===== src/rtl/ifreq_pkg.sv =====
package ifreq_pkg;

    localparam int PRIO_W = 2;

    typedef enum logic [1:0] {
        ST_IDLE,
        ST_REQ,
        ST_HOLD,
        ST_GAP
    } fetch_state_e;

    typedef struct packed {
        logic [PRIO_W-1:0] prio;
        logic              attr;
    } fetch_qual_t;

endpackage


===== src/rtl/ifreq_cfg.sv =====
module ifreq_cfg
    import ifreq_pkg::*;
#(
    parameter logic [PRIO_W-1:0] RESET_PRIO = '1
) (
    input  logic              clk,
    input  logic              rst_n,
    input  logic              wr_en,
    input  logic [PRIO_W-1:0] wr_val,
    output logic [PRIO_W-1:0] prio_q
);

    always_ff @(posedge clk) begin
        if (!rst_n) begin
            prio_q <= RESET_PRIO;
        end else if (wr_en) begin
            prio_q <= wr_val;
        end
    end

endmodule


===== src/rtl/ifreq_fsm.sv =====
module ifreq_fsm
    import ifreq_pkg::*;
(
    input  logic clk,
    input  logic rst_n,
    input  logic cmd_valid,
    input  logic cmd_abort,
    input  logic addr_ack,
    output logic cmd_ready,
    output logic capture,
    output logic bus_req,
    output logic bus_abort
);

    fetch_state_e state_q, state_d;

    // state register
    always_ff @(posedge clk) begin
        if (!rst_n) begin
            state_q <= ST_IDLE;
        end else begin
            state_q <= state_d;
        end
    end

    // next state
    always_comb begin
        state_d = state_q;
        unique case (state_q)
            ST_IDLE, ST_HOLD, ST_GAP: begin
                state_d = cmd_valid ? ST_REQ : ST_IDLE;
            end
            ST_REQ: begin
                if (cmd_abort) begin
                    state_d = ST_GAP;
                end else if (addr_ack) begin
                    state_d = ST_HOLD;
                end else begin
                    state_d = ST_REQ;
                end
            end
            default: state_d = ST_IDLE;
        endcase
    end

    // outputs
    always_comb begin
        cmd_ready = 1'b1;
        bus_req   = 1'b0;
        bus_abort = 1'b0;
        unique case (state_q)
            ST_REQ: begin
                cmd_ready = 1'b0;
                bus_req   = 1'b1;
                bus_abort = cmd_abort;
            end
            ST_IDLE, ST_HOLD, ST_GAP: begin
                cmd_ready = 1'b1;
            end
            default: begin
                cmd_ready = 1'b0;
            end
        endcase
        capture = cmd_ready & cmd_valid;
    end

    // an abort cycle is followed by a cycle without request
    assert_gap_after_abort_R8: assert property (@(posedge clk) disable iff (!rst_n)
        (state_q == ST_REQ && cmd_abort) |=> (state_q == ST_GAP));

    // acknowledge without abort leads to the hold cycle
    assert_hold_after_ack_R6: assert property (@(posedge clk) disable iff (!rst_n)
        (state_q == ST_REQ && addr_ack && !cmd_abort) |=> (state_q == ST_HOLD));

endmodule


===== src/rtl/ifreq_qual.sv =====
module ifreq_qual
    import ifreq_pkg::*;
#(
    parameter int ADDR_W = 32
) (
    input  logic              clk,
    input  logic              rst_n,
    input  logic              capture,
    input  logic [ADDR_W-1:0] addr_in,
    input  logic              attr_in,
    input  logic [PRIO_W-1:0] prio_in,
    output logic [ADDR_W-1:0] addr_q,
    output fetch_qual_t       qual_q
);

    always_ff @(posedge clk) begin
        if (!rst_n) begin
            addr_q <= '0;
            qual_q <= '0;
        end else if (capture) begin
            addr_q      <= addr_in;
            qual_q.prio <= prio_in;
            qual_q.attr <= attr_in;
        end
    end

endmodule


===== src/rtl/ifetch_req_master.sv =====
module ifetch_req_master
    import ifreq_pkg::*;
#(
    parameter int ADDR_W = 32
) (
    input  logic              clk,
    input  logic              rst_n,
    input  logic              cfg_wr_en,
    input  logic [1:0]        cfg_wr_prio,
    input  logic              cmd_valid,
    input  logic [ADDR_W-1:0] cmd_addr,
    input  logic              cmd_attr,
    input  logic              cmd_abort,
    output logic              cmd_ready,
    output logic              bus_req,
    output logic [ADDR_W-1:0] bus_addr,
    output logic [1:0]        bus_prio,
    output logic              bus_attr,
    output logic              bus_abort,
    input  logic              bus_addr_ack
);

    logic [PRIO_W-1:0] cfg_prio;
    logic              capture;
    fetch_qual_t       qual;

    ifreq_cfg #(.RESET_PRIO(2'b11)) u_cfg (
        .clk    (clk),
        .rst_n  (rst_n),
        .wr_en  (cfg_wr_en),
        .wr_val (cfg_wr_prio),
        .prio_q (cfg_prio)
    );

    ifreq_fsm u_fsm (
        .clk       (clk),
        .rst_n     (rst_n),
        .cmd_valid (cmd_valid),
        .cmd_abort (cmd_abort),
        .addr_ack  (bus_addr_ack),
        .cmd_ready (cmd_ready),
        .capture   (capture),
        .bus_req   (bus_req),
        .bus_abort (bus_abort)
    );

    ifreq_qual #(.ADDR_W(ADDR_W)) u_qual (
        .clk     (clk),
        .rst_n   (rst_n),
        .capture (capture),
        .addr_in (cmd_addr),
        .attr_in (cmd_attr),
        .prio_in (cfg_prio),
        .addr_q  (bus_addr),
        .qual_q  (qual)
    );

    assign bus_prio = qual.prio;
    assign bus_attr = qual.attr;

    assert_abort_needs_req_R7: assert property (@(posedge clk) disable iff (!rst_n)
        bus_abort |-> bus_req);

    assert_req_low_after_abort_R8: assert property (@(posedge clk) disable iff (!rst_n)
        (bus_req && bus_abort) |=> !bus_req);

    assert_req_low_after_ack_R6: assert property (@(posedge clk) disable iff (!rst_n)
        (bus_req && bus_addr_ack) |=> !bus_req);

    assert_qual_stable_R5: assert property (@(posedge clk) disable iff (!rst_n)
        (bus_req && !bus_abort) |=>
            ($stable(bus_addr) && $stable(bus_prio) && $stable(bus_attr)));

    assert_no_ready_in_req_R9: assert property (@(posedge clk) disable iff (!rst_n)
        bus_req |-> !cmd_ready);

endmodule


===== config.mk =====
export PLATFORM = sky130hd
export DESIGN_NAME = ifetch_req_master
export DESIGN_NICKNAME = d
export VERILOG_FILES = /design/src/rtl/ifreq_pkg.sv /design/src/rtl/ifreq_cfg.sv /design/src/rtl/ifreq_fsm.sv /design/src/rtl/ifreq_qual.sv /design/src/rtl/ifetch_req_master.sv
export SDC_FILE = /design/constraint.sdc
export NUM_CORES = 1
export LEC_CHECK = 0
export CAP_MARGIN = 20
export CELL_PAD_IN_SITES_DETAIL_PLACEMENT = 1
export CELL_PAD_IN_SITES_GLOBAL_PLACEMENT = 2
export CORE_MARGIN = 4
export CORE_UTILIZATION = 24
export CTS_CLUSTER_DIAMETER = 80
export DETAILED_ROUTE_END_ITERATION = 16
export PLACE_DENSITY = 0.8
export SYNTH_ARGS = -nofsm -noshare
export SYNTH_HDL_FRONTEND = slang
export SYNTH_SLANG_ARGS = --single-unit

===== constraint.sdc =====
create_clock -name clk -period 4.1 [get_ports clk]
set_clock_uncertainty 0.2 [all_clocks]
set_input_delay 0.615 -clock clk [delete_from_list [all_inputs] [get_ports clk]]
set_output_delay 0.615 -clock clk [all_outputs]
set_load 0.005 [all_outputs]

==> impl_metrics.env <==
export IMPL_initial_core_util_pct=24.88
export IMPL_setup_viol=0
export IMPL_netlist_top_cell_by_area="dfxtp_1"
export IMPL_grt_util_met1_pct=11.59
export IMPL_drc=0
export IMPL_cts_sinks=39
export IMPL_leakage_nw=1.011
export IMPL_power_frac_seq_pct=48.4
export IMPL_min_period_ns=2.552
export IMPL_clk_latency_ns=0.28
export IMPL_core_area_um2=6386
export IMPL_netlist_instances=168
export IMPL_wl_per_cell_um=12.27
export IMPL_r2r_end="u_qual.addr_q[28]"
export IMPL_fp_dieH_um=89.37
export IMPL_busiest_layer="met2"
export IMPL_first_pass_iters=2
export IMPL_cp_num_buf_inv=3
export IMPL_drv_cap=0
export IMPL_critical_path_max_stage_delay_ns=0.50
export IMPL_clkPwrFrac_pct=32.4
export IMPL_pwr_share_comb_pct=19.2
export IMPL_r2r_slack_ns=2.48
export IMPL_end_kind="output pin"
export IMPL_antenna_found_initial=0
export IMPL_reg2reg_from="u_fsm.state_q[0]"
export IMPL_fp_row_count=29
export IMPL_cts_resized=0
export IMPL_final_hold_viol_count=0
export IMPL_grt_pass1_vias=1425
export IMPL_avgSynthCellArea_um2=9.458
export IMPL_max_slew_margin_pct=48.43
export IMPL_swShare_pct=23.19
export IMPL_cts_reportedPaths_clkPinSlew_ns=0.07
export IMPL_critPathRequiredTime_ns=3.28
export IMPL_ys_warnings_count=0
export IMPL_hold_path_depth=2
export IMPL_synth_seq_cells=39
export IMPL_root_buffer="clkbuf_8"
export IMPL_setup_tns_final_ns=0
export IMPL_netlist_area_um2=1589
export IMPL_worstRegToRegCells=4
export IMPL_synthDistinctLibCells=15
export IMPL_grt_overflow_total=0
export IMPL_first_iter_violations=34
export IMPL_die_w_um=89.37
export IMPL_finalPower_w=0.0008679
export IMPL_path_class="in -> out"
export IMPL_slowest_stage="clkdlybuf4s50_1"
export IMPL_hold_path_class="reg -> reg"
export IMPL_cts_buffers=5
export IMPL_htree_levels=2
export IMPL_cts_buffer_depth=2
export IMPL_die_area_um2=7987
export IMPL_synthToLayoutAreaGrowth_pct=54.65
export IMPL_nets=283
export IMPL_gp_congestion=0.6328
export IMPL_post_dp_hpwl_um=2855
export IMPL_met2_usage_pct=17.35
export IMPL_cts_tree="built"
export IMPL_ctsHoldBuffers=0
export IMPL_timing_final_crit_share_pct=62.25
export IMPL_ys_seq_area_share_pct=49.13
export IMPL_cp_common_cell="clkdlybuf4s50_1"
export IMPL_grt_pass1_wl_um=6320
export IMPL_antenna_left=0
export IMPL_syn_nets=209
export IMPL_p_per_area_nw_per_um2=353.2
export IMPL_grt_max_degree=48
export IMPL_io_buffers=78
export IMPL_critPathLaunchType="primary input"
export IMPL_globalRouteMet3Util_pct=3.779
export IMPL_worst_endpoint_arrival_ns=1.74
export IMPL_post_cts_buffers=0
export IMPL_cp_top_family="buffers and inverters"
export IMPL_ios=79
export IMPL_antenna_cells=0
export IMPL_timing_hold_ws_ns=0.2591
export IMPL_synth_top_cell_area_share_pct=49.13
export IMPL_crit_chain="clkdlybuf4s50_1, inv_1, nor2_1, clkdlybuf4s50_1"
export IMPL_wl_um=3925
export IMPL_status="completed"
export IMPL_max_vdd_ir_drop_v=0.0001709
export IMPL_final_layout_size_suffix_gt1_share_pct=4.938
export IMPL_vias_per_cell=4.316
export IMPL_rsz0062_at_grt="no"
export IMPL_worstHoldStart="u_qual.addr_q[21]"
export IMPL_switchingPower_w=0.0002012
export IMPL_tightest_slew_ns=0.7736
export IMPL_min_to="u_qual.addr_q[21]"
export IMPL_maxSlewViolCount=0
export IMPL_intPower_w=0.0006666
export IMPL_synth_area_top_cells="dfxtp_1 49%, mux2i_1 23%, nand2_1 17%, buf_12 5.0%, clkbuf_1 1.4%"
export IMPL_max_freq_mhz=391.8
export IMPL_dr_total_vias=1381
export IMPL_grtUsageTotal_pct=10.16
export IMPL_crit_fanout=2
## metrics by stage
stage	utilization [%]	setup WS (ns)	cells	area, um2
after floorplan	-	2.529	168	1589
after global placement	36.91	1.543	312	2357
after detailed placement	36.91	1.541	312	2357
after CTS	38.48	1.541	320	2457
after global routing	38.48	1.516	320	2457
final	38.48	1.548	320	2457
## power by group through the flow
stage / registers (W) / logic, W / clock network (W)
after CTS: 0.000421 / 0.000171 / 0.000298
after detailed placement: 0.000429 / 0.000171 / 0
after global placement: 0.000428 / 0.000169 / 0
after floorplan: 0.000430 / 0.0000771 / 0
final: 0.000420 / 0.000166 / 0.000281
after global routing: 0.000424 / 0.000183 / 0.000313
## how the worst max path moves through the flow
stage / slack [ns] / end / cells after the start / from
6_report: 1.55 / bus_abort / 4 / cmd_abort
3_5_place_dp: 1.54 / bus_abort / 4 / cmd_abort
5_1_grt: 1.52 / bus_abort / 4 / cmd_abort
3_3_place_gp: 1.54 / bus_abort / 4 / cmd_abort
4_1_cts: 1.54 / bus_abort / 4 / cmd_abort
2_1_floorplan: 2.53 / bus_abort / 2 / cmd_abort
## layer usage
metal | routed length (um) | vias to the layer above
li1 | - | 683
met1 | 1625 | 648
met2 | 1905 | 45
met3 | 341 | 5
met4 | 53 | 0
met5 | 0 | -
## cells by family after synthesis
kind of cell | synth area share [%]
simple gates | 18.66
flops | 49.13
mux | 23.31
buf+inv | 7.479
compound gates | 1.417
## worst min-delay path, cell delays in order, from the launching register on
cell     delay (ns)
dfxtp_1        0.31
nand2_1        0.05
mux2i_1        0.05
## Yosys cell counts
library cell and number:
nand2_1 72, dfxtp_1 39, mux2i_1 37, clkbuf_1 6, buf_12 4, a21oi_1 1
and2_4 1, buf_1 1, buf_2 1, inv_1 1, inv_2 1, nor2_1 1
nor2b_4 1, o211a_1 1, o21a_1 1
## layout by cell type (no fill, tap or decap), types with 7 or more instances in the layout
cell / count
clkdlybuf4s50_1: 77
nand2_1: 72
dfxtp_1: 39
mux2i_1: 37
clkbuf_8: 7
## sequential cells by signal, summed over array words and instances, names as in the netlist
signal / count
u_cfg.prio_q: 2
u_fsm.state_q: 2
u_qual.addr_q: 32
u_qual.qual_q: 3
## cell type report
cell class              count  area, um2
inverters                   2      7.507
flip-flops and latches     39      780.7
multi-input cells         115      689.4
repair buffers             79      783.3
fillers                   745       3929
well taps                  77      96.34
clock buffers               8      100.1
Power figures use the tool's default switching activity.
